File: config.mk
export PLATFORM = sky130hd
export DESIGN_NAME = dual_loop_cdr
export DESIGN_NICKNAME = d
export VERILOG_FILES = /design/src/rtl/dlr_pkg.sv /design/src/rtl/dlr_phase_det.sv /design/src/rtl/dlr_divider.sv /design/src/rtl/dlr_freq_loop.sv /design/src/rtl/dual_loop_cdr.sv
export SDC_FILE = /design/constraint.sdc
export NUM_CORES = 1
export LEC_CHECK = 0
export BUFFER_PORTS_ARGS = -buffer_cell sky130_fd_sc_hd__buf_4
export CAP_MARGIN = 20
export CORE_MARGIN = 2
export CORE_UTILIZATION = 40
export DETAILED_ROUTE_END_ITERATION = 16
export GPL_TIMING_DRIVEN = 0
export MAX_ROUTING_LAYER = met4
export PLACE_DENSITY = 0.56
export REMOVE_ABC_BUFFERS = 1
export SYNTH_ARGS = -nofsm -noshare
export SYNTH_HDL_FRONTEND = slang
export SYNTH_SLANG_ARGS = --single-unit
File: constraint.sdc
create_clock -name clk -period 6.1 [get_ports clk]
set_input_delay 1.22 -clock clk [delete_from_list [all_inputs] [get_ports clk]]
set_output_delay 1.22 -clock clk [all_outputs]
set_load 0.05 [all_outputs]
File: src/rtl/dlr_pkg.sv
`timescale 1ns/1ps
package dlr_pkg;
    // Phase decision for one reference edge against the divider midpoint
    typedef enum logic [1:0] {
        PH_NONE  = 2'd0,
        PH_EARLY = 2'd1,
        PH_LATE  = 2'd2
    } ph_e;
endpackage

File: src/rtl/dlr_phase_det.sv
`timescale 1ns/1ps
module dlr_phase_det
    import dlr_pkg::*;
#(
    parameter int DW = 7
) (
    input  logic          clk,
    input  logic          rst_n,
    input  logic          ref_in,
    input  logic [DW-1:0] cnt_i,
    input  logic [DW-1:0] nom_i,
    output logic          edge_o,
    output ph_e           ph_o
);
    typedef struct packed {
        logic prev;
    } pd_state_t;

    pd_state_t st_d, st_q;
    logic [DW-1:0] mid;

    always_comb begin
        st_d      = st_q;
        st_d.prev = ref_in;
        mid       = nom_i >> 1;
        edge_o    = ref_in & ~st_q.prev;
        ph_o      = PH_NONE;
        if (edge_o) begin
            if (cnt_i < mid)      ph_o = PH_EARLY;
            else if (cnt_i > mid) ph_o = PH_LATE;
        end
    end

    always_ff @(posedge clk) begin
        if (!rst_n) st_q <= '0;
        else        st_q <= st_d;
    end


    single_edge_chk: assert property (@(posedge clk) disable iff (!rst_n)
        edge_o |=> !edge_o);


    level_quiet_chk: assert property (@(posedge clk) disable iff (!rst_n)
        ($past(ref_in) && ref_in) |-> (ph_o == PH_NONE));
endmodule

File: src/rtl/dlr_divider.sv
`timescale 1ns/1ps
module dlr_divider
    import dlr_pkg::*;
#(
    parameter int DW      = 7,
    parameter int DIV_NOM = 64
) (
    input  logic          clk,
    input  logic          rst_n,
    input  logic [DW-1:0] nom_i,
    input  ph_e           ph_i,
    output logic [DW-1:0] cnt_o,
    output logic          tick_o
);
    localparam logic [DW-1:0] ONE   = DW'(1);
    localparam logic [DW-1:0] START = DW'(DIV_NOM);

    typedef struct packed {
        logic [DW-1:0] cnt;
        logic [DW-1:0] per;
        logic          tick;
    } dv_state_t;

    dv_state_t st_d, st_q;
    logic          wrap;
    logic [DW-1:0] base;

    always_comb begin
        st_d      = st_q;
        wrap      = (st_q.cnt == st_q.per - ONE);
        base      = wrap ? nom_i : st_q.per;
        st_d.tick = wrap;
        st_d.cnt  = wrap ? '0 : st_q.cnt + ONE;
        unique case (ph_i)
            PH_EARLY: st_d.per = base - ONE;
            PH_LATE:  st_d.per = base + ONE;
            default:  st_d.per = base;
        endcase
    end

    always_ff @(posedge clk) begin
        if (!rst_n) begin
            st_q.cnt  <= '0;
            st_q.per  <= START;
            st_q.tick <= 1'b0;
        end else begin
            st_q <= st_d;
        end
    end

    assign cnt_o  = st_q.cnt;
    assign tick_o = st_q.tick;


    early_shrink_chk: assert property (@(posedge clk) disable iff (!rst_n)
        (ph_i == PH_EARLY) |=> (st_q.per == $past(st_q.per) - ONE));


    late_grow_chk: assert property (@(posedge clk) disable iff (!rst_n)
        (ph_i == PH_LATE && !wrap) |=> (st_q.per == $past(st_q.per) + ONE));


    wrap_late_chk: assert property (@(posedge clk) disable iff (!rst_n)
        (ph_i == PH_LATE && wrap) |=> (st_q.per == $past(nom_i) + ONE && st_q.cnt == '0));


    tick_single_chk: assert property (@(posedge clk) disable iff (!rst_n)
        st_q.tick |=> !st_q.tick);
endmodule

File: src/rtl/dlr_freq_loop.sv
`timescale 1ns/1ps
module dlr_freq_loop
    import dlr_pkg::*;
#(
    parameter int DW        = 7,
    parameter int DIV_NOM   = 64,
    parameter int PULL_DEN  = 16,
    parameter int WIN       = 64,
    parameter int TH        = 4,
    parameter int LOCK_WIN  = 16
) (
    input  logic          clk,
    input  logic          rst_n,
    input  logic          edge_i,
    input  ph_e           ph_i,
    output logic [DW-1:0] nom_o,
    output logic          locked_o
);
    localparam int EW = $clog2(WIN);
    localparam int CW = $clog2(WIN + 1) + 1;
    localparam int SW = $clog2(LOCK_WIN + 1);
    localparam logic [DW-1:0] ONE    = DW'(1);
    localparam logic [DW-1:0] NOM_RS = DW'(DIV_NOM);
    localparam logic [DW-1:0] NOM_LO = DW'(DIV_NOM - DIV_NOM / PULL_DEN);
    localparam logic [DW-1:0] NOM_HI = DW'(DIV_NOM + DIV_NOM / PULL_DEN);
    localparam logic [EW-1:0] LAST_E = EW'(WIN - 1);
    localparam logic [SW-1:0] LOCK_N = SW'(LOCK_WIN);

    typedef struct packed {
        logic [DW-1:0]        nom;
        logic [EW-1:0]        edges;
        logic signed [CW-1:0] corr;
        logic [SW-1:0]        stable;
        logic                 locked;
    } fl_state_t;

    fl_state_t st_d, st_q;
    logic signed [CW-1:0] delta;
    logic signed [CW-1:0] net;
    logic                 win_end;
    logic [DW-1:0]        nom_next;

    always_comb begin
        st_d     = st_q;
        delta    = '0;
        if (ph_i == PH_EARLY)     delta = -CW'(1);
        else if (ph_i == PH_LATE) delta = CW'(1);
        net      = st_q.corr + delta;
        win_end  = edge_i && (st_q.edges == LAST_E);
        nom_next = st_q.nom;
        if (int'(net) > TH && st_q.nom < NOM_HI)       nom_next = st_q.nom + ONE;
        else if (int'(net) < -TH && st_q.nom > NOM_LO) nom_next = st_q.nom - ONE;

        if (win_end) begin
            st_d.edges = '0;
            st_d.corr  = '0;
            st_d.nom   = nom_next;
            if (nom_next != st_q.nom) begin
                st_d.stable = '0;
                st_d.locked = 1'b0;
            end else begin
                if (st_q.stable != LOCK_N) st_d.stable = st_q.stable + SW'(1);
                st_d.locked = st_q.locked | (st_d.stable == LOCK_N);
            end
        end else if (edge_i) begin
            st_d.edges = st_q.edges + EW'(1);
            st_d.corr  = net;
        end
    end

    always_ff @(posedge clk) begin
        if (!rst_n) begin
            st_q.nom    <= NOM_RS;
            st_q.edges  <= '0;
            st_q.corr   <= '0;
            st_q.stable <= '0;
            st_q.locked <= 1'b0;
        end else begin
            st_q <= st_d;
        end
    end

    assign nom_o    = st_q.nom;
    assign locked_o = st_q.locked;


    nom_bounds_chk: assert property (@(posedge clk) disable iff (!rst_n)
        (st_q.nom >= NOM_LO && st_q.nom <= NOM_HI));


    step_size_chk: assert property (@(posedge clk) disable iff (!rst_n)
        !$stable(st_q.nom) |-> ($past(win_end) &&
            (st_q.nom == $past(st_q.nom) + ONE || st_q.nom == $past(st_q.nom) - ONE)));


    unlock_chk: assert property (@(posedge clk) disable iff (!rst_n)
        !$stable(st_q.nom) |-> !st_q.locked);


    lock_rise_chk: assert property (@(posedge clk) disable iff (!rst_n)
        $rose(st_q.locked) |-> ($past(win_end) && $stable(st_q.nom)));
endmodule

File: src/rtl/dual_loop_cdr.sv
`timescale 1ns/1ps
module dual_loop_cdr
    import dlr_pkg::*;
#(
    parameter int DIV_NOM      = 64,
    parameter int PULL_DEN     = 16,
    parameter int WIN_EDGES    = 64,
    parameter int STEP_TH      = 4,
    parameter int LOCK_WINDOWS = 16,
    localparam int DW = $clog2(DIV_NOM + DIV_NOM / PULL_DEN + 2)
) (
    input  logic          clk,
    input  logic          rst_n,
    input  logic          ref_in,
    output logic          rclk_en,
    output logic          locked,
    output logic [DW-1:0] nom_div
);
    logic [DW-1:0] cnt;
    logic [DW-1:0] nom;
    logic          edge_seen;
    ph_e           ph;

    dlr_phase_det #(.DW(DW)) u_pd (
        .clk    (clk),
        .rst_n  (rst_n),
        .ref_in (ref_in),
        .cnt_i  (cnt),
        .nom_i  (nom),
        .edge_o (edge_seen),
        .ph_o   (ph)
    );

    dlr_divider #(.DW(DW), .DIV_NOM(DIV_NOM)) u_div (
        .clk    (clk),
        .rst_n  (rst_n),
        .nom_i  (nom),
        .ph_i   (ph),
        .cnt_o  (cnt),
        .tick_o (rclk_en)
    );

    dlr_freq_loop #(
        .DW       (DW),
        .DIV_NOM  (DIV_NOM),
        .PULL_DEN (PULL_DEN),
        .WIN      (WIN_EDGES),
        .TH       (STEP_TH),
        .LOCK_WIN (LOCK_WINDOWS)
    ) u_fl (
        .clk      (clk),
        .rst_n    (rst_n),
        .edge_i   (edge_seen),
        .ph_i     (ph),
        .nom_o    (nom),
        .locked_o (locked)
    );

    assign nom_div = nom;
endmodule

Word level (Yosys, flattened, before mapping)
Cells that the tools add are included.

Register bits: 43. Input port bits: 3. Output and inout port bits: 9. Logic and storage cells: 53.

Add/subtract/negate cells: 9. Order comparisons: 6. Eq/ne operators: 7. Muxes and demuxes: 13. Bitwise operators: 4. Reductions and logical operators: 5.

Operator list (number): 7-bit by 1-bit adder with 7-bit output, second input constant (3); 7-bit two-way mux (3); 7-bit by 1-bit subtractor with 7-bit output, second input constant (3); 5-bit two-way mux (3); 7-bit one-hot mux with 2 select lines (1); 8-bit adder (1); 8-bit by 4-bit greater-than comparator with 1-bit output, second input constant (1); 8-bit by 3-bit less-than comparator with 1-bit output, second input constant (1); 8-bit two-way mux (1); 7-bit equality test (1); 7-bit by 6-bit greater-than comparator with 1-bit output (1); 7-bit by 6-bit greater-than comparator with 1-bit output, second input constant (1); 7-bit by 6-bit less-than comparator with 1-bit output (1); 7-bit less-than comparator, second input constant (1); 7-bit inequality test (1); 6-bit by 1-bit adder with 6-bit output, second input constant (1); 6-bit equality test, second input constant (1); 2-bit two-way mux (3); 6-bit two-way mux (1); 5-bit by 1-bit adder with 5-bit output, second input constant (1); 5-bit equality test, second input constant (1); 5-bit inequality test, second input constant (1); 2-bit OR reduction (2); 1-bit logical AND (3); other kinds (6) (7).

Logic depth before layout (Yosys ltp)
Gate-level depths: netlist (run 1).

Depth in word-level cells: 18. Depth in mapped cells: 19.

Modules after synthesis
A second synthesis (run 1) with hierarchy kept.

Cell total of the unflattened synthesis: 373. Area total of the unflattened synthesis: 3255.6 sq um.

Modules (own cells, without submodules): dlr_freq_loop (instances 1, cells an instance 222, area each 1938.1 sq um); dlr_divider (instances 1, cells an instance 127, area each 1121.1 sq um); dlr_phase_det (instances 1, cells an instance 24, area each 196.4 sq um).

Worst setup path after synthesis (run 1)
Ideal clock, no wire load.

Path kind: input-to-reg. Start point: in ref_in. End point: reg u_fl.st_q[3] (netlist bit). Setup time: 88 ps. Data arrival time: 4490 ps. Setup slack: 1521 ps. Stages: 18. Buffers on the path: 2. Cell sequence: nor2b_1 clkbuf_1 clkbuf_1 o21ai_0 a21oi_1 ha_1 inv_1 ha_1 inv_1 fa_1 nor2b_1 o31a_1 o311ai_1 nor4_2 nor2_1 mux2i_1 o21ai_2 a311oi_2.

Cells in the longest elaborated chain, start to end: 12. Elaborated cells on any way between the ends: 16. Those cells by class: 1 x add/sub; 2 x order compare; 3 x eq/ne; 6 x mux; 1 x bitwise; 3 x reduce/logical.

Ends and longest elaborated chain: from (decl) (RTL line dual_loop_cdr.sv:14) `input logic ref_in,`; 1-bit AND * (RTL line dlr_phase_det.sv:26) `edge_o = ref_in & ~st_q.prev;`; 2-bit two-way mux (RTL line dlr_phase_det.sv:28) `if (edge_o) begin`; 2-bit equality test (RTL line dlr_freq_loop.sv:47) `else if (ph_i == PH_LATE) delta = CW'(1);`; 1-bit two-way mux (RTL line dlr_freq_loop.sv:47); 8-bit two-way mux (RTL line dlr_freq_loop.sv:46) `if (ph_i == PH_EARLY) delta = -CW'(1);`; 8-bit adder (RTL line dlr_freq_loop.sv:48) `net = st_q.corr + delta;`; 8-bit by 3-bit less-than comparator with 1-bit output (RTL line dlr_freq_loop.sv:52) `else if (int'(net) < -TH && st_q.nom > NOM_LO) nom_next = st_q.nom - ONE;`; 1-bit logical AND (RTL line dlr_freq_loop.sv:52); 7-bit two-way mux (RTL line dlr_freq_loop.sv:52); 7-bit two-way mux (RTL line dlr_freq_loop.sv:51) `if (int'(net) > TH && st_q.nom < NOM_HI) nom_next = st_q.nom + ONE;`; 7-bit inequality test (RTL line dlr_freq_loop.sv:58) `if (nom_next != st_q.nom) begin`; 6-bit two-way mux (RTL line dlr_freq_loop.sv:58); to (signal assigned) (RTL line dlr_freq_loop.sv:79) `st_q <= st_d;`; to (decl) (RTL line dlr_freq_loop.sv:37) `fl_state_t st_d, st_q;`.

Mark *: on every way between the ends. The rest lies on a longest branch, timed or not. A chain may end at the register's enable or synchronous reset.

Worst setup path in the final report (run 1)
Ends and elaborated chain as after synthesis.

==> results of run 1 <==
==> final timing paths <==
| kind | startpoint | end | slack, ns | cells after the start |
|---|---|---|---|---|
| worst min register to register | u_fl.st_q[8]$_SDFFE_PP0P_ | u_fl.st_q[8]$_SDFFE_PP0P_ | 0.46 | 2 |
| worst max register to register | u_fl.nom_o[3]$_SDFFE_PN0P_ | u_fl.st_q[3]$_SDFFE_PN0P_ | 1.60 | 19 |
| worst min-delay path | u_fl.st_q[8]$_SDFFE_PP0P_ | u_fl.st_q[8]$_SDFFE_PP0P_ | 0.46 | 2 |
| worst max-delay path | ref_in | u_fl.st_q[3]$_SDFFE_PN0P_ | 1.34 | 18 |
==> synthesized netlist by cell type, types with 2 or more instances <==
library cell,n
nor2_1,41
a21oi_1,20
a31oi_1,2
nand2b_1,6
xnor2_1,18
ha_1,26
o311ai_1,3
nand4b_1,3
inv_1,24
clkbuf_1,10
a21o_1,5
nor3_1,8
o31a_1,2
nor3b_1,3
mux2i_1,6
a221oi_1,2
nor4_1,2
nand3_1,19
buf_4,8
xor2_1,10
or3_1,2
dfxtp_1,43
mux2_2,3
o21ai_0,13
nand2_1,35
nand4_1,7
o21ai_2,2
or3b_2,2
and3_1,8
nor2b_1,9
fa_1,2
a211oi_1,5
o31ai_1,4
a21oi_2,2
o211ai_1,4
and2_1,3
==> metal layers <==
metal	global-route usage, %	routed length (um)
met2	28.3	3200
met3	2.71	176
met4	4.48	71
met5	-	0
met1	23.6	3250
==> layout make-up <==
class	instances	area [sq um]	share of cell area, %
Sequential cell	43	861	25.6
Multi-Input combinational cell	295	2060	61.2
Clock buffer	6	72.6	2.16
Clock inverter	2	60.1	1.79
Inverter	25	93.8	2.79
Timing Repair Buffer	12	90.1	2.68
Tap cell	102	128	3.79
==> flip-flops by register name, indices dropped and copies added (netlist names) <==
name	cells
u_div.cnt_o	7
u_div.st_q	7
u_div.tick_o	1
u_fl.locked_o	1
u_fl.nom_o	7
u_fl.st_q	19
u_pd.st_q	1
==> metrics by stage <==
stage	worst slack, ns	power, mW	area, sq um
2_1_floorplan	1.45	0.502	3010
3_3_place_gp	0.617	0.540	3220
3_5_place_dp	0.548	0.546	3220
4_1_cts	0.867	0.814	3360
5_1_grt	0.917	0.854	3360
6_report	1.34	0.802	3360
==> cell families after synthesis <==
family / count (synthesis)
AND/OR/NAND/NOR: 155
multiplexers: 10
adder cells (fa/ha/maj): 28
AO/OA/AOI/OAI: 73
flip-flops: 43
buffers and inverters: 44
XOR/XNOR: 29
==> worst reg2reg max path, stage by stage, from the launching register on <==
cell,delay [ns]
dfxtp_1,0.45
inv_1,0.15
ha_1,0.33
o211ai_1,0.18
a21oi_1,0.08
o21ai_2,0.22
nand3_1,0.11
ha_1,0.30
inv_1,0.06
ha_1,0.18
inv_1,0.06
fa_1,0.40
nor2b_1,0.21
o31a_1,0.18
o311ai_1,0.19
nor4_2,0.42
nor2_1,0.15
mux2i_1,0.33
o21ai_2,0.17
a311oi_2,0.26
==> power by group <==
part / leakage [nW] / total (mW) / switching (mW) / internal (mW)
logic: 0.951 / 0.222 / 0.122 / 0.0998
registers: 0.350 / 0.316 / 0.0182 / 0.298
clock network: 0.0654 / 0.264 / 0.100 / 0.164
total: 1.37 / 0.802 / 0.241 / 0.561
==> results_dict.tcl, run 1 <==
set metrics [dict create \
    status "complete, no violations" \
    synthAdderAreaFrac_pct 11.7 \
    drive_gt1_share_pct 10.2 \
    stdcell_count 485 \
    ir_drop_v 0.000127 \
    dr.first_iter.drc_count 80 \
    path_buf_inv 4 \
    clk_latency_ns 0.30 \
    initial_core_util_pct 40.7 \
    hold_path_class "reg2reg" \
    ys_types 56 \
    slew_headroom_pct 40.1 \
    critPathMaxStageDelay_ns 0.42 \
    dp_cells 476 \
    synth_compound_area_share_pct 16.9 \
    period_needed_ns 4.76 \
    worst_ep_required_time_ns 6.32 \
    synth_top_cell_by_area "dfxtp_1" \
    critPathKind "in2reg" \
    cts_buffer_depth 2 \
    fin_tns_setup_ns 0 \
    dr.pass1.iters 4 \
    grt_overflow_total 0 \
    cts_sinks 43 \
    avgSynthCellArea_sq_um 8.16 \
    fillers 780 \
    crit_family "simple AND/OR/NAND/NOR gates" \
    yosys_warnings 0 \
    antenna_found_initial 0 \
    cts_tree "done" \
    drc 0 \
    worstPathCellList "buf_4 -> nor2b_1 -> buf_4 -> o21ai_0 -> a21oi_1 -> ha_1 -> inv_1 -> ha_1 -> inv_1 -> fa_1 -> nor2b_1 -> o31a_1 -> o311ai_1 -> nor4_2 -> nor2_1 -> mux2i_1 -> o21ai_2 -> a311oi_2" \
    drv_cap 0 \
    hold_violations 0 \
    postRouteAntennaNets 0 \
    syn_inst 382 \
    gp_congestion 0.762 \
    port_buffers 11 \
    vias 2585 \
    synthXorXnorAreaFrac_pct 8.39 \
    cts_buffers 5 \
    syn-cell-area_sq_um 3120 \
    boundaryPins 12 \
    nets 413 \
    max_freq_mhz 210 \
    wl_per_cell_um 13.8 \
    critPathLaunchType "primary input" \
    core_region_area_sq_um 7650 \
    dieHeight_um 92.3 \
    area_delta_synth_final_pct 7.99 \
    cp_slowest_cell "nor4_2" \
    cp_data_arrival_time_ns 4.98 \
    vias_per_cell 5.33 \
    dieArea_sq_um 8510 \
    synthSimpleGateAreaFrac_pct 25.6 \
    async_reset_ff_share_pct 0 \
    drv_slew 0 \
    skew_ns 0.00837 \
    worstMarginPinSlew_ns 0.899 \
    cts_resized 0 \
    final_cell_mix "43 x dfxtp_1, 41 x nor2_1, 35 x nand2_1, 26 x ha_1, 24 x inv_1" \
    final_common_cell "dfxtp_1" \
    synth_mux_area_share_pct 3.49 \
    htreeDepth 2 \
    setup_viol 0 \
    grt_pass1_wl_mm 12.0 \
    yosysSeqAreaShare_pct 27.6 \
    synth_top_family_by_area "simple AND/OR/NAND/NOR gates" \
    holdBufCountCts 0 \
    gr-usage-all-layers_pct 17.7 \
    grt_pass1_vias 2461 \
    holdWs_ns 0.464 \
    die_w_um 92.3 \
    num_rows 32 \
    synth_seq_cells 43 \
    endpoint_kind "flop" \
    postCtsSetupBuffers 0 \
    synth_edf_count 0 \
    dpl.hpwl_mm 4.90 \
    grt_max_degree 19 \
    antenna_cells 0 \
    path_clk_slew_ns 0.09 \
    fin_crit_sh_pct 78.0 \
    ys.flop_type "dfxtp_1" \
    netlist.area_leader.share_pct 27.6 \
    power_density_nw_per_um2 238 \
    cts_root_buf "clkbuf_8" \
    wirelength_mm 6.69 \
    rsz0062_at_grt "no" \
    ys_top_cells_by_area "dfxtp_1 28%, ha_1 10%, xnor2_1 5.1%" \
    path_max_fanout 11 \
    finish.utilization_pct 44.0 \
    p_leak_nw 1.37 \
]
Note: power is estimated with default switching activity, not from simulation.
==> run 2, diff against run 1 <==
--- a/config.mk
+++ b/config.mk
@@ -12,7 +12,7 @@
 export DETAILED_ROUTE_END_ITERATION = 16
 export GPL_TIMING_DRIVEN = 0
 export MAX_ROUTING_LAYER = met4
-export PLACE_DENSITY = 0.56
+export PLACE_DENSITY = 0.58
 export REMOVE_ABC_BUFFERS = 1
 export SYNTH_ARGS = -nofsm -noshare
 export SYNTH_HDL_FRONTEND = slang
==> constraint.sdc (replaced) <==
create_clock -name clk -period 4.16 [get_ports clk]
set_input_delay 0.832 -clock clk [delete_from_list [all_inputs] [get_ports clk]]
set_output_delay 0.832 -clock clk [all_outputs]
set_load 0.05 [all_outputs]
==> run 2 against run 1 <==
Net effect:
- cell count increased by 2.5%
- clock-buffer cell count decreased by 1
- worst hold slack improved by 0.0015 ns
- power increased by 38%
- combinational power increased by 74%
- sequential cell count unchanged
- cell area increased by 6.1%
- via count increased by 2.0%
- first-iteration DRC count increased by 31%
- critical path type is now reg2reg
- critical endpoint is now u_fl.nom_o[0]$_SDFFE_PN0P_
==> results_dict.tcl, run 2 (synthesized netlist as in run 1, its figures left out) <==
set metrics [dict create \
    gp_congestion 0.803 \
    fin_tns_setup_ns 0 \
    wirelength_mm 6.93 \
    final_cell_mix "40 x nor2_1, 37 x dfxtp_1, 35 x nand2_1, 24 x ha_1, 23 x buf_4" \
    r2r_start "u_fl.nom_o[5]$_SDFFE_PN0P_" \
    skew_ns 0.00963 \
    drive_gt1_share_pct 19.0 \
    setup_ws_ns 0.232 \
    fillers 771 \
    p_seq_share_pct 41.8 \
    ff2ff_setup_slack_ns 0.23 \
    reg2reg_to "u_fl.nom_o[0]$_SDFFE_PN0P_" \
    p_int_mw 0.733 \
    cts_buffers 5 \
    drv_cap 0 \
    dieArea_sq_um 8510 \
    initial_core_util_pct 40.7 \
    hold_violations 0 \
    top_register "u_fl.st_q" \
    setup_viol 0 \
    clk_latency_ns 0.29 \
    postRouteAntennaNets 0 \
    status "complete, no violations" \
    htreeDepth 2 \
    final_common_cell "nor2_1" \
    period_needed_ns 3.93 \
    wl_per_cell_um 13.9 \
    vias_per_cell 5.30 \
    drv_slew 0 \
    critPathLaunchType "flop" \
    hold_path_class "reg2reg" \
    drc 0 \
    dieHeight_um 92.3 \
    grt_overflow_total 0 \
    dr.pass1.iters 4 \
    startpoint "u_fl.nom_o[5]$_SDFFE_PN0P_" \
    path_clk_slew_ns 0.09 \
    dr.first_iter.drc_count 105 \
    gr-usage-all-layers_pct 17.1 \
    cts_tree "done" \
    worstMarginPinSlew_ns 0.757 \
    nets 425 \
    combPwrFrac_pct 34.9 \
    p_sw_mw 0.375 \
    path_max_fanout 7 \
    antenna_found_initial 0 \
    boundaryPins 12 \
    endpoint_kind "flop" \
    max_freq_mhz 255 \
    power.share.clock_pct 23.4 \
    grt_pass1_vias 2462 \
    num_rows 32 \
    port_buffers 11 \
    power_density_nw_per_um2 311 \
    worstRegToRegCells 19 \
    swShare_pct 33.8 \
    cts_root_buf "clkbuf_8" \
    fin_crit_sh_pct 94.4 \
    antenna_cells 0 \
    cts_sinks 43 \
    largest_reg_flops 19 \
    p_leak_nw 1.44 \
    slew_headroom_pct 49.3 \
    critPathKind "reg2reg" \
    grt_max_degree 19 \
    dpl.hpwl_mm 4.90 \
    cp_data_arrival_time_ns 4.11 \
    dp_slack_ns -0.920 \
    cts_buffer_depth 2 \
    ir_drop_v 0.000161 \
    grt_pass1_wl_mm 11.5 \
    core_region_area_sq_um 7650 \
    vias 2636 \
    area_delta_synth_final_pct 14.5 \
    worst_ep_required_time_ns 4.34 \
    endpoint "u_fl.nom_o[0]$_SDFFE_PN0P_" \
    die_w_um 92.3 \
]
run 2: how the worst min path moves through the flow:
stage | startpoint | end | depth (start not counted)
global placement | u_fl.st_q[6]$_SDFFE_PP0P_ | u_fl.st_q[6]$_SDFFE_PP0P_ | 2
global route | u_fl.st_q[9]$_SDFFE_PP0P_ | u_fl.st_q[9]$_SDFFE_PP0P_ | 2
floorplan | u_fl.st_q[10]$_SDFFE_PP0P_ | u_fl.st_q[10]$_SDFFE_PP0P_ | 2
finish | u_fl.st_q[12]$_SDFFE_PP0P_ | u_fl.st_q[12]$_SDFFE_PP0P_ | 2
detailed placement | u_fl.st_q[12]$_SDFFE_PP0P_ | u_fl.st_q[12]$_SDFFE_PP0P_ | 2
CTS | u_fl.st_q[12]$_SDFFE_PP0P_ | u_fl.st_q[12]$_SDFFE_PP0P_ | 2
run 2: repair_timing:
action / 4_1_cts / 5_1_grt
pin swaps: 3 / 11
hold buffers: 0 / 0
endpoints found under the setup margin: 14 / 13
cloned: 0 / 0
setup buffers: 6 / 7
gates resized for setup: 15 / 23
run 2: stage by stage:
stage | std cells | area [sq um] | hold slack (ns) | utilization (%) | power (mW)
global placement | 476 | 3220 | 0.446 | 42.2 | 0.792
detailed placement | 476 | 3220 | 0.455 | 42.2 | 0.798
finish | 497 | 3570 | 0.466 | 46.7 | 1.11
floorplan | 363 | 3010 | 0.441 | - | 0.735
global route | 497 | 3570 | 0.496 | 46.7 | 1.18
CTS | 490 | 3420 | 0.467 | 44.8 | 1.09
run 2: area by class of cell:
class	count	area, sq um	area share (%)
multi-input cells	295	2200	61.7
repair buffers	24	184	5.15
inverters	25	96.3	2.70
clock buffers	5	68.8	1.93
flip-flops and latches	43	876	24.5
clock inverters	3	15.0	0.421
well taps	102	128	3.58
run 2: worst max-delay path, stage by stage (launching register included):
cell      delay (ns)
dfxtp_4         0.38
inv_1           0.16
ha_4            0.24
a21o_1          0.19
o21ai_2         0.21
nand3_1         0.11
ha_1            0.30
inv_1           0.06
ha_4            0.17
inv_1           0.08
fa_2            0.25
nor2b_4         0.05
o311ai_1        0.43
o311ai_4        0.22
buf_6           0.17
a31oi_4         0.29
mux2i_4         0.13
buf_4           0.15
o211ai_1        0.14
o31ai_1         0.09
run 2: power groups by stage:
stage	registers [mW]	logic, mW	clock network, mW
4_1_cts	0.464	0.350	0.271
6_report	0.463	0.386	0.259
3_5_place_dp	0.474	0.324	0
2_1_floorplan	0.467	0.269	0
5_1_grt	0.467	0.428	0.290
3_3_place_gp	0.473	0.318	0
run 2: layer usage:
| layer | GRT usage (%) | up-vias | wire length (um) |
|---|---|---|---|
| met1 | 22.1 | 1240 | 3300 |
| met3 | 2.63 | 7 | 173 |
| met5 | - | - | 0 |
| met2 | 28.5 | 27 | 3410 |
| met4 | 3.73 | 0 | 51 |
| li1 | - | 1362 | - |
